**config.mk**
```make
export PLATFORM = sky130hd
export DESIGN_NAME = smb_slave_addr_rx
export DESIGN_NICKNAME = d
export VERILOG_FILES = /design/src/rtl/smb_addr_pkg.sv /design/src/rtl/smb_bus_sync.sv /design/src/rtl/smb_addr_regs.sv /design/src/rtl/smb_addr_cmp.sv /design/src/rtl/smb_slave_addr_rx.sv
export SDC_FILE = /design/constraint.sdc
export NUM_CORES = 1
export LEC_CHECK = 0
export CAP_MARGIN = 20
export CELL_PAD_IN_SITES_DETAIL_PLACEMENT = 2
export CELL_PAD_IN_SITES_GLOBAL_PLACEMENT = 2
export CORE_ASPECT_RATIO = 0.8
export CORE_MARGIN = 5
export CORE_UTILIZATION = 35
export DETAILED_ROUTE_END_ITERATION = 10
export DONT_BUFFER_PORTS = 1
export GPL_TIMING_DRIVEN = 0
export PLACE_DENSITY = 0.77
export SYNTH_ARGS = -nofsm -noshare
export SYNTH_HDL_FRONTEND = slang
export SYNTH_SLANG_ARGS = --single-unit
export TNS_END_PERCENT = 10
```
**constraint.sdc**
```tcl
create_clock -name clk -period 2.3 [get_ports clk]
set_input_delay 0.23 -clock clk [delete_from_list [all_inputs] [get_ports clk]]
set_output_delay 0.23 -clock clk [all_outputs]
set_load 0.01 [all_outputs]
```
**src/rtl/smb_addr_pkg.sv**
```systemverilog
package smb_addr_pkg;

   typedef enum logic [1:0] {
      RX_IGNORE = 2'd0,
      RX_SHIFT  = 2'd1,
      RX_DECIDE = 2'd2,
      RX_ACKSLT = 2'd3
   } rx_state_e;

endpackage

```
**src/rtl/smb_bus_sync.sv**
```systemverilog
module smb_bus_sync #(
   parameter int STAGES = 2
) (
   input  logic clk,
   input  logic rst_n,
   input  logic scl_i,
   input  logic sda_i,
   output logic sda_o,
   output logic scl_rise_o,
   output logic scl_fall_o,
   output logic start_o,
   output logic stop_o
);

   logic [STAGES-1:0] scl_q;
   logic [STAGES-1:0] sda_q;
   logic              scl_prev;
   logic              sda_prev;
   logic              scl_s;
   logic              sda_s;

   generate
      if (STAGES == 1) begin : g_single
         always_ff @(posedge clk or negedge rst_n) begin
            if (!rst_n) begin
               scl_q <= '1;
               sda_q <= '1;
            end else begin
               scl_q <= scl_i;
               sda_q <= sda_i;
            end
         end
      end else begin : g_chain
         always_ff @(posedge clk or negedge rst_n) begin
            if (!rst_n) begin
               scl_q <= '1;
               sda_q <= '1;
            end else begin
               scl_q <= {scl_q[STAGES-2:0], scl_i};
               sda_q <= {sda_q[STAGES-2:0], sda_i};
            end
         end
      end
   endgenerate

   assign scl_s = scl_q[STAGES-1];
   assign sda_s = sda_q[STAGES-1];

   always_ff @(posedge clk or negedge rst_n) begin
      if (!rst_n) begin
         scl_prev <= 1'b1;
         sda_prev <= 1'b1;
      end else begin
         scl_prev <= scl_s;
         sda_prev <= sda_s;
      end
   end

   assign sda_o      = sda_s;
   assign scl_rise_o = scl_s & ~scl_prev;
   assign scl_fall_o = ~scl_s & scl_prev;
   assign start_o    = scl_s & scl_prev & sda_prev & ~sda_s;
   assign stop_o     = scl_s & scl_prev & ~sda_prev & sda_s;

endmodule

```
**src/rtl/smb_addr_regs.sv**
```systemverilog
module smb_addr_regs #(
   parameter int ADDR_W = 7
) (
   input  logic              clk,
   input  logic              rst_n,
   input  logic              we_addr_i,
   input  logic              we_mask_i,
   input  logic [ADDR_W:0]   wdata_i,
   output logic [ADDR_W-1:0] slv_o,
   output logic              gc_en_o,
   output logic [ADDR_W-1:0] mask_o,
   output logic              hw_en_o,
   output logic [ADDR_W:0]   addr_reg_o,
   output logic [ADDR_W:0]   mask_reg_o
);

   localparam logic [ADDR_W:0] ADDR_RST = '0;
   localparam logic [ADDR_W:0] MASK_RST = {{ADDR_W{1'b1}}, 1'b0};

   logic [ADDR_W:0] addr_q;
   logic [ADDR_W:0] mask_q;

   always_ff @(posedge clk or negedge rst_n) begin
      if (!rst_n) begin
         addr_q <= ADDR_RST;
         mask_q <= MASK_RST;
      end else begin
         if (we_addr_i) addr_q <= wdata_i;
         if (we_mask_i) mask_q <= wdata_i;
      end
   end

   assign slv_o      = addr_q[ADDR_W:1];
   assign gc_en_o    = addr_q[0];
   assign mask_o     = mask_q[ADDR_W:1];
   assign hw_en_o    = mask_q[0];
   assign addr_reg_o = addr_q;
   assign mask_reg_o = mask_q;

   // a cycle spent in reset leaves both registers at their reset values
   p_reset_vals_r1: assert property (@(posedge clk)
      !rst_n |=> (addr_reg_o == ADDR_RST && mask_reg_o == MASK_RST));

endmodule

```
**src/rtl/smb_addr_cmp.sv**
```systemverilog
module smb_addr_cmp #(
   parameter int ADDR_W     = 7,
   parameter bit GC_SUPPORT = 1'b1
) (
   input  logic [ADDR_W-1:0] rx_addr_i,
   input  logic [ADDR_W-1:0] slv_i,
   input  logic [ADDR_W-1:0] mask_i,
   input  logic              gc_en_i,
   input  logic              hw_en_i,
   output logic              match_o
);

   logic [ADDR_W-1:0] bit_ok;
   logic              gc_hit;

   generate
      for (genvar i = 0; i < ADDR_W; i++) begin : g_bit
         assign bit_ok[i] = ~mask_i[i] | ~(rx_addr_i[i] ^ slv_i[i]);
      end
      if (GC_SUPPORT) begin : g_gc
         assign gc_hit = gc_en_i & hw_en_i & ~(|rx_addr_i);
      end else begin : g_no_gc
         assign gc_hit = 1'b0;
      end
   endgenerate

   assign match_o = (&bit_ok) | gc_hit;

endmodule

```
**src/rtl/smb_slave_addr_rx.sv**
```systemverilog
module smb_slave_addr_rx
   import smb_addr_pkg::*;
#(
   parameter int ADDR_W      = 7,
   parameter int SYNC_STAGES = 2,
   parameter bit GC_SUPPORT  = 1'b1
) (
   input  logic              clk,
   input  logic              rst_n,
   input  logic              scl_i,
   input  logic              sda_i,
   output logic              sda_pull_o,
   input  logic              cfg_we_addr_i,
   input  logic              cfg_we_mask_i,
   input  logic [ADDR_W:0]   cfg_wdata_i,
   output logic [ADDR_W:0]   cfg_addr_o,
   output logic [ADDR_W:0]   cfg_mask_o,
   input  logic              sw_ack_i,
   output logic              evt_o,
   output logic [ADDR_W:0]   evt_byte_o,
   output logic              evt_is_addr_o,
   output logic              evt_match_o
);

   localparam int BYTE_W = ADDR_W + 1;
   localparam int CNT_W  = $clog2(BYTE_W);
   localparam logic [CNT_W-1:0] LAST_BIT = CNT_W'(BYTE_W - 1);

   generate
      if (ADDR_W < 1 || ADDR_W > 15) begin : g_bad_addr_w
         $error("smb_slave_addr_rx: ADDR_W must lie in 1..15");
      end
      if (SYNC_STAGES < 1 || SYNC_STAGES > 4) begin : g_bad_sync
         $error("smb_slave_addr_rx: SYNC_STAGES must lie in 1..4");
      end
   endgenerate

   logic              sda_s;
   logic              scl_rise;
   logic              scl_fall;
   logic              start_det;
   logic              stop_det;
   logic [ADDR_W-1:0] slv;
   logic [ADDR_W-1:0] mask;
   logic              gc_en;
   logic              hw_en;
   logic              match_now;

   smb_bus_sync #(.STAGES(SYNC_STAGES)) u_sync (
      .clk        (clk),
      .rst_n      (rst_n),
      .scl_i      (scl_i),
      .sda_i      (sda_i),
      .sda_o      (sda_s),
      .scl_rise_o (scl_rise),
      .scl_fall_o (scl_fall),
      .start_o    (start_det),
      .stop_o     (stop_det)
   );

   smb_addr_regs #(.ADDR_W(ADDR_W)) u_regs (
      .clk        (clk),
      .rst_n      (rst_n),
      .we_addr_i  (cfg_we_addr_i),
      .we_mask_i  (cfg_we_mask_i),
      .wdata_i    (cfg_wdata_i),
      .slv_o      (slv),
      .gc_en_o    (gc_en),
      .mask_o     (mask),
      .hw_en_o    (hw_en),
      .addr_reg_o (cfg_addr_o),
      .mask_reg_o (cfg_mask_o)
   );

   rx_state_e         state_q;
   logic [CNT_W-1:0]  cnt_q;
   logic [BYTE_W-1:0] shreg_q;
   logic [BYTE_W-1:0] byte_next;
   logic              is_addr_q;
   logic              ack_q;
   logic              pull_q;
   logic              ack_dec;
   logic              evt_q;
   logic [BYTE_W-1:0] evt_byte_q;
   logic              evt_addr_q;
   logic              evt_match_q;

   assign byte_next = {shreg_q[BYTE_W-2:0], sda_s};

   smb_addr_cmp #(.ADDR_W(ADDR_W), .GC_SUPPORT(GC_SUPPORT)) u_cmp (
      .rx_addr_i (byte_next[BYTE_W-1:1]),
      .slv_i     (slv),
      .mask_i    (mask),
      .gc_en_i   (gc_en),
      .hw_en_i   (hw_en),
      .match_o   (match_now)
   );

   always_comb begin
      if (hw_en) ack_dec = evt_addr_q ? evt_match_q : 1'b1;
      else       ack_dec = sw_ack_i;
   end

   always_ff @(posedge clk or negedge rst_n) begin
      if (!rst_n) begin
         state_q     <= RX_IGNORE;
         cnt_q       <= '0;
         shreg_q     <= '0;
         is_addr_q   <= 1'b0;
         ack_q       <= 1'b0;
         pull_q      <= 1'b0;
         evt_q       <= 1'b0;
         evt_byte_q  <= '0;
         evt_addr_q  <= 1'b0;
         evt_match_q <= 1'b0;
      end else begin
         evt_q <= 1'b0;
         if (stop_det) begin
            state_q <= RX_IGNORE;
            pull_q  <= 1'b0;
         end else if (start_det) begin
            state_q   <= RX_SHIFT;
            is_addr_q <= 1'b1;
            cnt_q     <= '0;
            pull_q    <= 1'b0;
         end else begin
            unique case (state_q)
               RX_SHIFT: begin
                  if (scl_rise) begin
                     shreg_q <= byte_next;
                     if (cnt_q == LAST_BIT) begin
                        cnt_q       <= '0;
                        state_q     <= RX_DECIDE;
                        evt_q       <= 1'b1;
                        evt_byte_q  <= byte_next;
                        evt_addr_q  <= is_addr_q;
                        evt_match_q <= match_now;
                     end else begin
                        cnt_q <= cnt_q + 1'b1;
                     end
                  end
               end
               RX_DECIDE: begin
                  if (scl_fall) begin
                     pull_q  <= ack_dec;
                     ack_q   <= ack_dec;
                     state_q <= RX_ACKSLT;
                  end
               end
               RX_ACKSLT: begin
                  if (scl_fall) begin
                     pull_q <= 1'b0;
                     if (ack_q) begin
                        state_q   <= RX_SHIFT;
                        is_addr_q <= 1'b0;
                     end else begin
                        state_q <= RX_IGNORE;
                     end
                  end
               end
               default: state_q <= RX_IGNORE;
            endcase
         end
      end
   end

   assign sda_pull_o    = pull_q;
   assign evt_o         = evt_q;
   assign evt_byte_o    = evt_byte_q;
   assign evt_is_addr_o = evt_addr_q;
   assign evt_match_o   = evt_match_q;

   // the acknowledge drive begins only on an SCL falling edge
   p_pull_start_r10: assert property (@(posedge clk) disable iff (!rst_n)
      $rose(sda_pull_o) |-> $past(scl_fall));

   // the drive ends on an SCL falling edge, or on a bus condition
   p_pull_end_r10: assert property (@(posedge clk) disable iff (!rst_n)
      $fell(sda_pull_o) |-> $past(scl_fall || start_det || stop_det));

   // a byte event follows a sampled SCL rising edge
   p_evt_on_rise_r6: assert property (@(posedge clk) disable iff (!rst_n)
      evt_o |-> $past(scl_rise));

   // in software mode the drive follows the external decision
   p_sw_decides_r6: assert property (@(posedge clk) disable iff (!rst_n)
      ($rose(sda_pull_o) && $past(!hw_en)) |-> $past(sw_ack_i));

   // an automatic address acknowledge only for a matching address
   p_hw_addr_match_r4: assert property (@(posedge clk) disable iff (!rst_n)
      ($rose(sda_pull_o) && $past(hw_en) && $past(evt_is_addr_o)) |-> $past(evt_match_o));

endmodule

```
==> results.py <==
metrics = {
    "timing": {
        "final-setup-viol-count": 0,
        "worstMarginPinSlew_ns": 0.5119,
        "min_period_over_period_pct": 72.74,
        "setup_tns_ns": 0,
        "hold_viol": 0,
        "slew-limit-headroom_pct": 65.87,
        "finalCriticalPeriod_ns": 1.673,
        "final.setup_skew_ns": 0.003608,
        "max_freq_mhz": 597.7,
        "finalMaxSlewViolations": 0,
        "grt_setup_unrepaired": "no",
        "hold_ws_ns": 0.07580,
    },
    "floorplan": {
        "start_util_pct": 35.87,
        "die_y_um": 79.44,
        "core_area_um2": 5881,
        "num_io_pins": 43,
        "rows": 25,
        "die_area_um2": 7690,
        "die_x_um": 96.80,
    },
    "cts": {
        "h-tree-depth": 2,
        "cts_setup_buffers": 0,
        "clk_latency_ns": 0.30,
        "clk_path_buf_depth": 2,
        "tritoncts": "yes",
        "hold_buffers": 4,
        "clockRootBuffer": "clkbuf_8",
        "clkSlewWorstSetupHoldPaths_ns": 0.08,
        "cts_num_sinks": 48,
        "numCtsBuffers": 5,
        "post_cts_resize_count": 0,
    },
    "yosys": {
        "postSynthCellCount": 151,
        "synth_top_area_share_pct": 41.52,
        "synth_commonest_cells": "dfrtp_1 (35), mux2_2 (26), dfstp_2 (13)",
        "synth_edf_count": 0,
        "synth.avg_cell_area_um2": 13.97,
        "synthDistinctLibCells": 37,
        "async_flop_share_pct": 100.0,
        "yosys.area.top_type": "dfrtp_1",
        "synthTopCellsByArea": "dfrtp_1 (42%), dfstp_2 (16%), mux2_2 (14%), mux2_4 (5.0%), xor2_1 (3.3%)",
        "yosys_warnings": 0,
        "synth_area_um2": 2110,
        "synth.most_common_cell": "dfrtp_1",
        "synthesis.nets": 171,
        "ys_ff_latch": 48,
        "dominantRegCellSynth": "dfrtp_1",
        "ys_seq_area_share_pct": 57.71,
    },
    "worst_hold_path": {
        "hp-class": "input pin to flip-flop",
        "whs_path_depth": 1,
        "worstHoldStart": "cfg_wdata_i[7]",
        "hold_path_end": "u_regs.mask_reg_o[7]$_DFFE_PN1P_",
    },
    "setup_path": {
        "max_stage_delay_ns": 0.41,
        "path_cells": "inv_1 > ha_1 > nor2_1 > o21bai_1 > a221oi_1 > nor2_1",
        "path_max_fanout": 5,
        "rr_worst_depth": 6,
        "crit_arrival_ns": 1.86,
        "critPathCaptureType": "flip-flop",
        "cp.required_ns": 2.48,
        "worstSetupPathType": "flip-flop to flip-flop",
        "rrSetupSlack_ns": 0.63,
        "cp_common_cell": "nor2_1",
        "cp-start-kind": "flip-flop",
        "r2r-end": "state_q[0]$_DFFE_PN0P_",
        "crit_slowest_cell": "dfrtp_1",
        "reg2reg_from": "state_q[0]$_DFFE_PN0P_",
    },
    "place": {
        "dp_cells": 232,
        "portBuffers": 0,
        "gp_congestion": 0.7457,
        "place_hpwl_um": 3520,
    },
    "drt": {
        "antenna_left": 0,
        "remaining_drc_errors": 0,
        "firstDrtPassIters": 4,
        "detail_route.vias_per_cell": 5.123,
        "vias": 1250,
        "drt_wl_total_um": 4678,
        "drt_iter0_markers": 30,
        "wl_per_cell_um": 19.17,
    },
    "power": {
        "powerDensity_nw_per_um2": 935.5,
        "peakVddDrop_uv": 343.6,
        "power_mw": 2.197,
        "leakage_nw": 1.067,
    },
    "final_layout": {
        "final_cells": 244,
        "syn_to_final_growth_pct": 11.33,
        "drive_gt1_share_pct": 36.20,
        "n_antenna_cell": 0,
        "fin_nets": 182,
        "fill_cells": 612,
    },
    "grt": {
        "track_usage_pct": 13.02,
        "grt_start_max_net_pins": 49,
        "grt_pass1_wl_um": 7941,
        "antenna_found_initial": 0,
        "grt_pass1_vias": 1480,
        "overflow": 0,
    },
    "outcome": {
        "outcome": "finished, final reports clean",
    },
    "run": {
        "drv_cap": 0,
    },
}
## layout make-up
class,instances,area [um^2],area share (%)
flip-flops and latches,48,1217,51.84
repair buffers,4,57.56,2.451
clock buffers,8,80.08,3.410
well taps,81,101.3,4.315
plain buffers,6,45.04,1.918
multi-input cells,93,832.0,35.43
inverters,4,15.01,0.6393
## worst max-delay path: cells and delay by family, from the launching register on
| family | cells | cell delay (ns) |
|---|---|---|
| simple gates | 2 | 0.36 |
| fa+ha+maj | 1 | 0.24 |
| compound gates | 2 | 0.46 |
| buf+inv | 1 | 0.08 |
| flops | 1 | 0.41 |
## cell families after synthesis
| group | Yosys count | share of synthesized area (%) |
|---|---|---|
| flops | 48 | 57.71 |
| mux | 33 | 18.86 |
| simple gates | 29 | 8.364 |
| compound gates | 18 | 5.932 |
| buf+inv | 10 | 2.847 |
| xor+xnor | 8 | 3.322 |
| fa+ha+maj | 5 | 2.966 |
## layer usage
| layer | track usage [%] | wire length [um] | vias to the layer above |
|---|---|---|---|
| li1 | - | - | 558 |
| met1 | 15.55 | 2019 | 659 |
| met2 | 22.59 | 2384 | 26 |
| met3 | 4.017 | 217 | 7 |
| met4 | 4.208 | 56 | 0 |
| met5 | 0 | 0 | - |
## how the worst max path moves through the flow
stage	cells after the start	startpoint	end	slack, ns
6_report	6	state_q[0]$_DFFE_PN0P_	state_q[0]$_DFFE_PN0P_	0.63
5_1_grt	6	state_q[0]$_DFFE_PN0P_	state_q[0]$_DFFE_PN0P_	0.45
3_5_place_dp	6	state_q[0]$_DFFE_PN0P_	state_q[0]$_DFFE_PN0P_	0.62
3_3_place_gp	5	cnt_q[0]$_DFFE_PN0P_	evt_is_addr_o$_DFFE_PN0P_	0.73
2_1_floorplan	5	cnt_q[0]$_DFFE_PN0P_	evt_byte_o[2]$_DFFE_PN0P_	0.83
4_1_cts	6	state_q[0]$_DFFE_PN0P_	state_q[0]$_DFFE_PN0P_	0.60
## report_power, final
part           switching [mW]  internal (mW)  leakage, nW  total [mW]
Sequential              0.195           1.00        0.586        1.20
Combinational           0.250          0.262        0.441       0.512
Clock                   0.269          0.217       0.0395       0.486
Total                   0.714           1.48         1.07        2.20
## metrics by stage
| step | cell area, um^2 | utilization [%] | setup WS [ns] |
|---|---|---|---|
| 5_1_grt | 2349 | 39.94 | 0.4480 |
| 2_1_floorplan | 2110 | - | 0.8271 |
| 6_report | 2349 | 39.94 | 0.6269 |
| 3_3_place_gp | 2211 | 37.60 | 0.7306 |
| 3_5_place_dp | 2211 | 37.60 | 0.6246 |
| 4_1_cts | 2349 | 39.94 | 0.6034 |
## layout by cell type (no fill, tap or decap), drive strengths merged, types with 5 or more instances in the layout
cell,instances
ha,5
mux2,33
buf,5
dfrtp,35
nand3,6
clkbuf,10
dfstp,13
nand2,8
o21ai,6
xor2,8
## registers in the layout, summed over array words and instances, names as in the netlist
| register | count |
|---|---|
| ack_q | 1 |
| evt_o | 1 |
| u_sync.sda_prev | 1 |
| cnt_q | 3 |
| u_sync.scl_q | 2 |
| u_sync.sda_q | 2 |
| shreg_q | 7 |
| sda_pull_o | 1 |
| evt_is_addr_o | 1 |
| is_addr_q | 1 |
| state_q | 2 |
| u_regs.addr_reg_o | 8 |
| u_regs.mask_reg_o | 8 |
| u_sync.scl_prev | 1 |
| evt_byte_o | 8 |
| evt_match_o | 1 |
Power figures use the tool's default switching activity.
